[src/rtl/lfsr_gen_pkg.sv]
package lfsr_gen_pkg;

   typedef enum logic {
      LFSR_ONE_TO_MANY = 1'b0,
      LFSR_MANY_TO_ONE = 1'b1
   } lfsr_struct_e;

   typedef enum logic {
      LFSR_GATE_XOR  = 1'b0,
      LFSR_GATE_XNOR = 1'b1
   } lfsr_gate_e;

   localparam int unsigned LFSR_MIN_W = 2;
   localparam int unsigned LFSR_MAX_W = 32;

   // one set bit for a 1-based tap position
   function automatic logic [31:0] tap_bit(int unsigned pos);
      return 32'd1 << (pos - 1);
   endfunction

   function automatic logic [31:0] width_mask(int unsigned w);
      return (w >= 32) ? 32'hFFFF_FFFF : ((32'd1 << w) - 32'd1);
   endfunction

   // many-to-one tap mask: bit i set means state bit i feeds the parity
   function automatic logic [31:0] fib_taps(int unsigned w);
      case (w)
         2:  return tap_bit(2)  | tap_bit(1);
         3:  return tap_bit(3)  | tap_bit(2);
         4:  return tap_bit(4)  | tap_bit(3);
         5:  return tap_bit(5)  | tap_bit(3);
         6:  return tap_bit(6)  | tap_bit(5);
         7:  return tap_bit(7)  | tap_bit(6);
         8:  return tap_bit(8)  | tap_bit(6) | tap_bit(5) | tap_bit(4);
         9:  return tap_bit(9)  | tap_bit(5);
         10: return tap_bit(10) | tap_bit(7);
         11: return tap_bit(11) | tap_bit(9);
         12: return tap_bit(12) | tap_bit(6) | tap_bit(4) | tap_bit(1);
         13: return tap_bit(13) | tap_bit(4) | tap_bit(3) | tap_bit(1);
         14: return tap_bit(14) | tap_bit(5) | tap_bit(3) | tap_bit(1);
         15: return tap_bit(15) | tap_bit(14);
         16: return tap_bit(16) | tap_bit(15) | tap_bit(13) | tap_bit(4);
         17: return tap_bit(17) | tap_bit(14);
         18: return tap_bit(18) | tap_bit(11);
         19: return tap_bit(19) | tap_bit(6) | tap_bit(2) | tap_bit(1);
         20: return tap_bit(20) | tap_bit(17);
         21: return tap_bit(21) | tap_bit(19);
         22: return tap_bit(22) | tap_bit(21);
         23: return tap_bit(23) | tap_bit(18);
         24: return tap_bit(24) | tap_bit(23) | tap_bit(22) | tap_bit(17);
         25: return tap_bit(25) | tap_bit(22);
         26: return tap_bit(26) | tap_bit(6) | tap_bit(2) | tap_bit(1);
         27: return tap_bit(27) | tap_bit(5) | tap_bit(2) | tap_bit(1);
         28: return tap_bit(28) | tap_bit(25);
         29: return tap_bit(29) | tap_bit(27);
         30: return tap_bit(30) | tap_bit(6) | tap_bit(4) | tap_bit(1);
         31: return tap_bit(31) | tap_bit(28);
         32: return tap_bit(32) | tap_bit(22) | tap_bit(2) | tap_bit(1);
         default: return 32'h0;
      endcase
   endfunction

   // one-to-many mask: bit i set means stage i receives the MSB (bit 0 always)
   function automatic logic [31:0] galois_taps(int unsigned w);
      return ((fib_taps(w) << 1) & width_mask(w)) | 32'd1;
   endfunction

   function automatic logic [31:0] reset_value(lfsr_gate_e gate);
      return (gate == LFSR_GATE_XNOR) ? 32'h0 : 32'hFFFF_FFFF;
   endfunction

endpackage

[src/rtl/lfsr_run_detect.sv]
// Flags the lower bits sitting at the lockup pattern (correction for full cycle).
module lfsr_run_detect
   import lfsr_gen_pkg::*;
#(
   parameter int unsigned BITS = 3,
   parameter lfsr_gate_e  GATE = LFSR_GATE_XOR
) (
   input  logic [BITS-1:0] low_i,
   output logic            hit_o
);

   generate
      if (GATE == LFSR_GATE_XNOR) begin : g_ones
         assign hit_o = &low_i;
      end else begin : g_zeros
         assign hit_o = ~|low_i;
      end
   endgenerate

endmodule

[src/rtl/lfsr_step_galois.sv]
// One-to-many next state: MSB (with correction) fans out to tapped stages.
module lfsr_step_galois
   import lfsr_gen_pkg::*;
#(
   parameter int unsigned      W        = 4,
   parameter lfsr_gate_e       GATE     = LFSR_GATE_XOR,
   parameter logic [W-1:0]     TAP_MASK = '1
) (
   input  logic [W-1:0] state_i,
   input  logic         fix_i,
   output logic [W-1:0] next_o
);

   logic fb;
   assign fb        = state_i[W-1] ^ fix_i;
   assign next_o[0] = fb;

   generate
      for (genvar i = 1; i < W; i++) begin : g_stage
         if (!TAP_MASK[i]) begin : g_pass
            assign next_o[i] = state_i[i-1];
         end else if (GATE == LFSR_GATE_XNOR) begin : g_xnor
            assign next_o[i] = ~(state_i[i-1] ^ fb);
         end else begin : g_xor
            assign next_o[i] = state_i[i-1] ^ fb;
         end
      end
   endgenerate

endmodule

[src/rtl/lfsr_step_fibonacci.sv]
// Many-to-one next state: parity of tapped bits (with correction) enters the LSB.
module lfsr_step_fibonacci
   import lfsr_gen_pkg::*;
#(
   parameter int unsigned      W        = 4,
   parameter lfsr_gate_e       GATE     = LFSR_GATE_XOR,
   parameter logic [W-1:0]     TAP_MASK = '1
) (
   input  logic [W-1:0] state_i,
   input  logic         fix_i,
   output logic [W-1:0] next_o
);

   logic parity;
   logic fb;

   assign parity = ^(state_i & TAP_MASK);

   generate
      if (GATE == LFSR_GATE_XNOR) begin : g_xnor
         assign fb = ~parity ^ fix_i;
      end else begin : g_xor
         assign fb = parity ^ fix_i;
      end
   endgenerate

   assign next_o = {state_i[W-2:0], fb};

endmodule

[src/rtl/lfsr_gen.sv]
module lfsr_gen
   import lfsr_gen_pkg::*;
#(
   parameter int unsigned  WIDTH      = 16,
   parameter lfsr_struct_e STRUCT     = LFSR_ONE_TO_MANY,
   parameter lfsr_gate_e   GATE       = LFSR_GATE_XOR,
   parameter bit           FULL_CYCLE = 1'b0
) (
   input  logic             clk_i,
   input  logic             rst_i,
   input  logic             adv_i,
   input  logic             load_i,
   input  logic [WIDTH-1:0] seed_i,
   output logic [WIDTH-1:0] state_o
);

   localparam logic [31:0]      FIB_ALL  = fib_taps(WIDTH);
   localparam logic [31:0]      GAL_ALL  = galois_taps(WIDTH);
   localparam logic [31:0]      RST_ALL  = reset_value(GATE);
   localparam logic [WIDTH-1:0] FIB_MASK = FIB_ALL[WIDTH-1:0];
   localparam logic [WIDTH-1:0] GAL_MASK = GAL_ALL[WIDTH-1:0];
   localparam logic [WIDTH-1:0] RST_VAL  = RST_ALL[WIDTH-1:0];
   localparam int unsigned      LOW_W    = WIDTH - 1;

   // elaboration-time parameter checks
   generate
      if (WIDTH < LFSR_MIN_W || WIDTH > LFSR_MAX_W) begin : g_bad_width
         $error("lfsr_gen: WIDTH %0d outside supported range", WIDTH);
      end
      if (FIB_ALL[WIDTH-1] != 1'b1) begin : g_bad_table
         $error("lfsr_gen: tap entry for WIDTH %0d lacks its MSB tap", WIDTH);
      end
   endgenerate

   logic [WIDTH-1:0] state_q;
   logic [WIDTH-1:0] next_w;
   logic             fix_w;

   // full-cycle correction term
   generate
      if (FULL_CYCLE) begin : g_full
         lfsr_run_detect #(
            .BITS (LOW_W),
            .GATE (GATE)
         ) u_detect (
            .low_i (state_q[LOW_W-1:0]),
            .hit_o (fix_w)
         );
      end else begin : g_plain
         assign fix_w = 1'b0;
      end
   endgenerate

   // structure select
   generate
      if (STRUCT == LFSR_ONE_TO_MANY) begin : g_galois
         lfsr_step_galois #(
            .W        (WIDTH),
            .GATE     (GATE),
            .TAP_MASK (GAL_MASK)
         ) u_step (
            .state_i (state_q),
            .fix_i   (fix_w),
            .next_o  (next_w)
         );
      end else begin : g_fibonacci
         lfsr_step_fibonacci #(
            .W        (WIDTH),
            .GATE     (GATE),
            .TAP_MASK (FIB_MASK)
         ) u_step (
            .state_i (state_q),
            .fix_i   (fix_w),
            .next_o  (next_w)
         );
      end
   endgenerate

   always_ff @(posedge clk_i) begin
      if (rst_i) begin
         state_q <= RST_VAL;
      end else if (load_i) begin
         state_q <= seed_i;
      end else if (adv_i) begin
         state_q <= next_w;
      end
   end

   assign state_o = state_q;

endmodule

[config.mk]
export PLATFORM = sky130hd
export DESIGN_NAME = lfsr_gen
export DESIGN_NICKNAME = d
export VERILOG_FILES = /design/src/rtl/lfsr_gen_pkg.sv /design/src/rtl/lfsr_run_detect.sv /design/src/rtl/lfsr_step_galois.sv /design/src/rtl/lfsr_step_fibonacci.sv /design/src/rtl/lfsr_gen.sv
export SDC_FILE = /design/constraint.sdc
export NUM_CORES = 1
export LEC_CHECK = 0
export CORE_MARGIN = 2
export CORE_UTILIZATION = 40
export DETAILED_ROUTE_END_ITERATION = 7
export MAX_ROUTING_LAYER = met4
export PLACE_DENSITY = 0.76
export SETUP_SLACK_MARGIN = 0.2
export SYNTH_ARGS = -nofsm -noshare
export SYNTH_HDL_FRONTEND = slang
export SYNTH_SLANG_ARGS = --single-unit
export TNS_END_PERCENT = 50
[constraint.sdc]
create_clock -name clk_i -period 1.5 [get_ports clk_i]
set_clock_uncertainty 0.1 [all_clocks]
set_input_delay 0.15 -clock clk_i [delete_from_list [all_inputs] [get_ports clk_i]]
set_output_delay 0.15 -clock clk_i [all_outputs]
set_load 0.03 [all_outputs]
Yosys cells after proc, flatten, opt, wreduce, memory -nomap -nowiden:

Index checks and enable logic that the tools add are counted.

* input port bits: 20
* bits in read-only memories: 0
* register bits: 16
* word-level logic and storage cells: 7
* bits in writable memories: 0
* output and inout bits: 16
* latch bits: 0
* memories: 0

* bitwise gates (word level): 3
* reductions and logical operators: 1
* order comparisons: 0
* div/mod/pow operators: 0
* add/sub/neg operators: 0
* mux-type cells: 2
* multiply operators: 0
* eq/ne operators: 0
* shift-type cells: 0

Operator list (number)
* $mux W16: 2
* $xor A1 B1 Y1: 3
* $reduce_bool A2 Y1: 1

Longest topological paths before layout:

* word-level depth: 3
* gate-level depth with buffers: 5

Modules after synthesis:

From an unflattened synthesis, not the netlist that was laid out.

* cells, all modules: 90
* area total of the unflattened synthesis: 973.4 um2

By module, submodules not included
* lfsr_gen: times used 1, sequential area each 320.3 um2, cells each 72, area an instance 790.8 um2
* lfsr_step_galois: times used 1, sequential area each 0.0 um2, cells each 18, area an instance 182.7 um2

Least setup slack after synthesis:

Ideal clock, no wire load.

* path type: register -> register
* start: register state_q[14], in the netlist state_o[14]
* end: register state_q[15], in the netlist state_o[15]
* library setup time: 0.125 ns
* clock period less this slack: 1.292 ns
* buffers on the path: 0
* required time: 1.275 ns
* path slack: 0.208 ns
* cell stages (with the launch flop): 4
* arrival: 1.067 ns
* cells stage by stage: dfxtp_1 > nand2_4 > and3b_1 > a2111o_1

* word-level cells in the longest chain between the ends: 3

RTL lines
* start: declaration: line lfsr_gen.sv:35 `logic [WIDTH-1:0] state_q;`
* start signal: assignment: line lfsr_gen.sv:83 `state_q <= seed_i;`
* start signal: assignment: line lfsr_gen.sv:85 `state_q <= next_w;`
* $xor A1 B1 Y1: line lfsr_step_galois.sv:25 `assign next_o[i] = state_i[i-1] ^ fb;`
* $mux W16: line lfsr_gen.sv:84 `end else if (adv_i) begin`
* $mux W16: line lfsr_gen.sv:82 `end else if (load_i) begin`

No other way between the ends. The select of a mux whose other input is x is not followed.
A chain may end at the register's enable or synchronous reset.

Worst setup path in the final report:

* start: register state_q[12], in the netlist state_o[12]
* end: output port state_o[12]

RTL lines
* end: declaration: line lfsr_gen.sv:14 `output logic [WIDTH-1:0] state_o`

No word-level cell between the ends.

==> results.yml <==
routing:
  drt_wl_total_um: 1834
  vias: 676
  routedWlPerCell_um: 13.29
  drc: 0
  drt_iter0_drc: 4
  drt-pass1-iter-count: 4
  detail_route.vias_per_cell: 4.899
  ant_nets: 0
timing:
  slew_headroom: 0.7971
  worst_pin_slew_ns: 0.3056
  max_freq_ghz: 0.7805
  timing.hold.ws_ns: 0.3659
  hold_viol_final: 0
  tns_ns: 0
  finalSetupViolCount: 0
  slew_violations: 0
  rsz0062_at_grt: "true"
  period_needed_ns: 1.281
  finalCritPeriodShare: 0.8541
synth:
  netlist_instances: 73
  synth_cell_types: 16
  yosys_warnings: 0
  yosysTopAreaCell: "dfxtp_1"
  synth_area_leaders: "dfxtp_1, mux2i_1, mux2_2, nand2b_1, buf_12"
  synth.yosys.seq_area_share: 0.3891
  syn-num-nets: 93
  ys_seq_elements: 16
  syn-cell-area_um2: 823.3
  syn_area_per_cell_um2: 11.28
  synth.top_cell.area_share: 0.3891
cts:
  post-cts-setup-buffers: 0
  clock_sinks: 16
  numCtsBuffers: 3
  clk-insertion-delay-late_ns: 0.28
  cts_resized: 27
  clk_path_buf_depth: 2
  clockRootBuffer: "clkbuf_4"
  cts_hold_buf: 0
  tritoncts: "yes"
  cts_htree_levels: 1
  clk_pin_slew_ns: 0.09
final_layout:
  nets: 133
  fin_util: 0.6166
  largest_reg_flops: 16
  layout_common_cells: "clkdlybuf4s50_1, dfxtp_1, mux2i_1, mux2_2, nand2b_1"
  layout-drive-gt1-share: 0.2793
  area_growth_pct: 45.44
  nFillCells: 191
  mostFrequentLayoutCell: "clkdlybuf4s50_1"
  antenna_cells: 0
worst_setup_path:
  ff2ff_path_depth: 3
  crit_arrival_ns: 1.03
  path_class: "reg -> out"
  worstSetupPathDepth: 1
  critPathSlowestCell: "clkdlybuf4s15_1"
  path_cells: "clkdlybuf4s15_1"
  crit_family: "buffers and inverters"
  cp-end-kind: "output pin"
  worstPathRequired_ns: 1.25
  start_kind: "flop"
  cp_max_fo: 3
  slowest_delay_ns: 0.38
  path_buf_inv: 1
pwr:
  leakage_nw: 0.4979
  power_density_mw_per_mm2: 825.7
  ir_drop_mv: 0.5736
die:
  start_util: 0.4240
  die_w_um: 49.37
  rows: 16
  core_area_mm2: 0.001942
  fp.dieArea_mm2: 0.002437
  die_h_um: 49.37
  ioPinCount: 36
global_route:
  grt_usage: 0.1735
  grt_pass1_vias: 686
  grt_max_degree: 17
  overflow: 0
  grt_pass1_wl_um: 3229
  antenna_found_initial: 0
hold_path:
  hold_depth: 3
  hold_path_class: "in -> reg"
placed_design:
  place_congestion: 0.7167
  hpwlAfterDp_um: 1404
  io_buffers: 35
run_status:
  status: "finished, final reports clean"
job:
  cap_violations: 0
kinds of logic after synthesis:
family          after synthesis  synth area share
mux                          28            0.3602
flops                        16            0.3891
simple gates                 16            0.1292
buf+inv                       6           0.06231
compound gates                5           0.03799
xor+xnor                      2           0.02128
cell usage after synthesis, drive strengths merged:
cell,count
a2111o,1
a21oi,2
and3b,1
buf,4
clkbuf,2
dfxtp,16
mux2,13
mux2i,15
nand2,1
nand2b,13
nor3,1
o21ai,2
xor2,2
path summary, 6_finish.rpt:
kind	to	slack, ns	start
min reg2reg	state_o[13]	0.47	state_o[13]
max	state_o[12]	0.22	state_o[12]
min	state_o[8]	0.37	seed_i[8]
max reg2reg	state_o[15]	0.28	state_o[15]
per-stage QoR:
| step | instances | setup slack [ns] | cell area [µm²] | power, mW |
|---|---|---|---|---|
| 6_report | 138 | 0.2188 | 1197 | 0.9887 |
| 2_1_floorplan | 73 | 0.2079 | 823.3 | 0.6629 |
| 3_5_place_dp | 135 | -0.1268 | 1214 | 0.7985 |
| 4_1_cts | 138 | 0.2004 | 1227 | 1.000 |
| 5_1_grt | 138 | 0.1686 | 1197 | 1.044 |
| 3_3_place_gp | 135 | -0.07686 | 1214 | 0.7920 |
area by class of cell:
class	instances	area, µm²	share of cell area
clock buffer	3	22.52	0.01881
multi-input combinational	51	451.7	0.3772
sequential	16	320.3	0.2675
tap	27	33.78	0.02821
timing repair buffer	41	369.1	0.3083
report_power, final:
group	internal, mW	switching, mW	total, mW	leakage [nW]
Combinational	0.149	0.137	0.286	0.351
Clock	0.0930	0.132	0.225	0.0138
Sequential	0.455	0.0228	0.478	0.133
routing by layer:
layer,vias to the layer above,GRT usage,part of all wire
met5,-,-,0
met1,321,0.2094,0.42
met3,2,0.03988,0.051
met4,0,0.04286,0.0044
li1,331,-,-
met2,22,0.2905,0.53
Power figures use the tool's default switching activity.
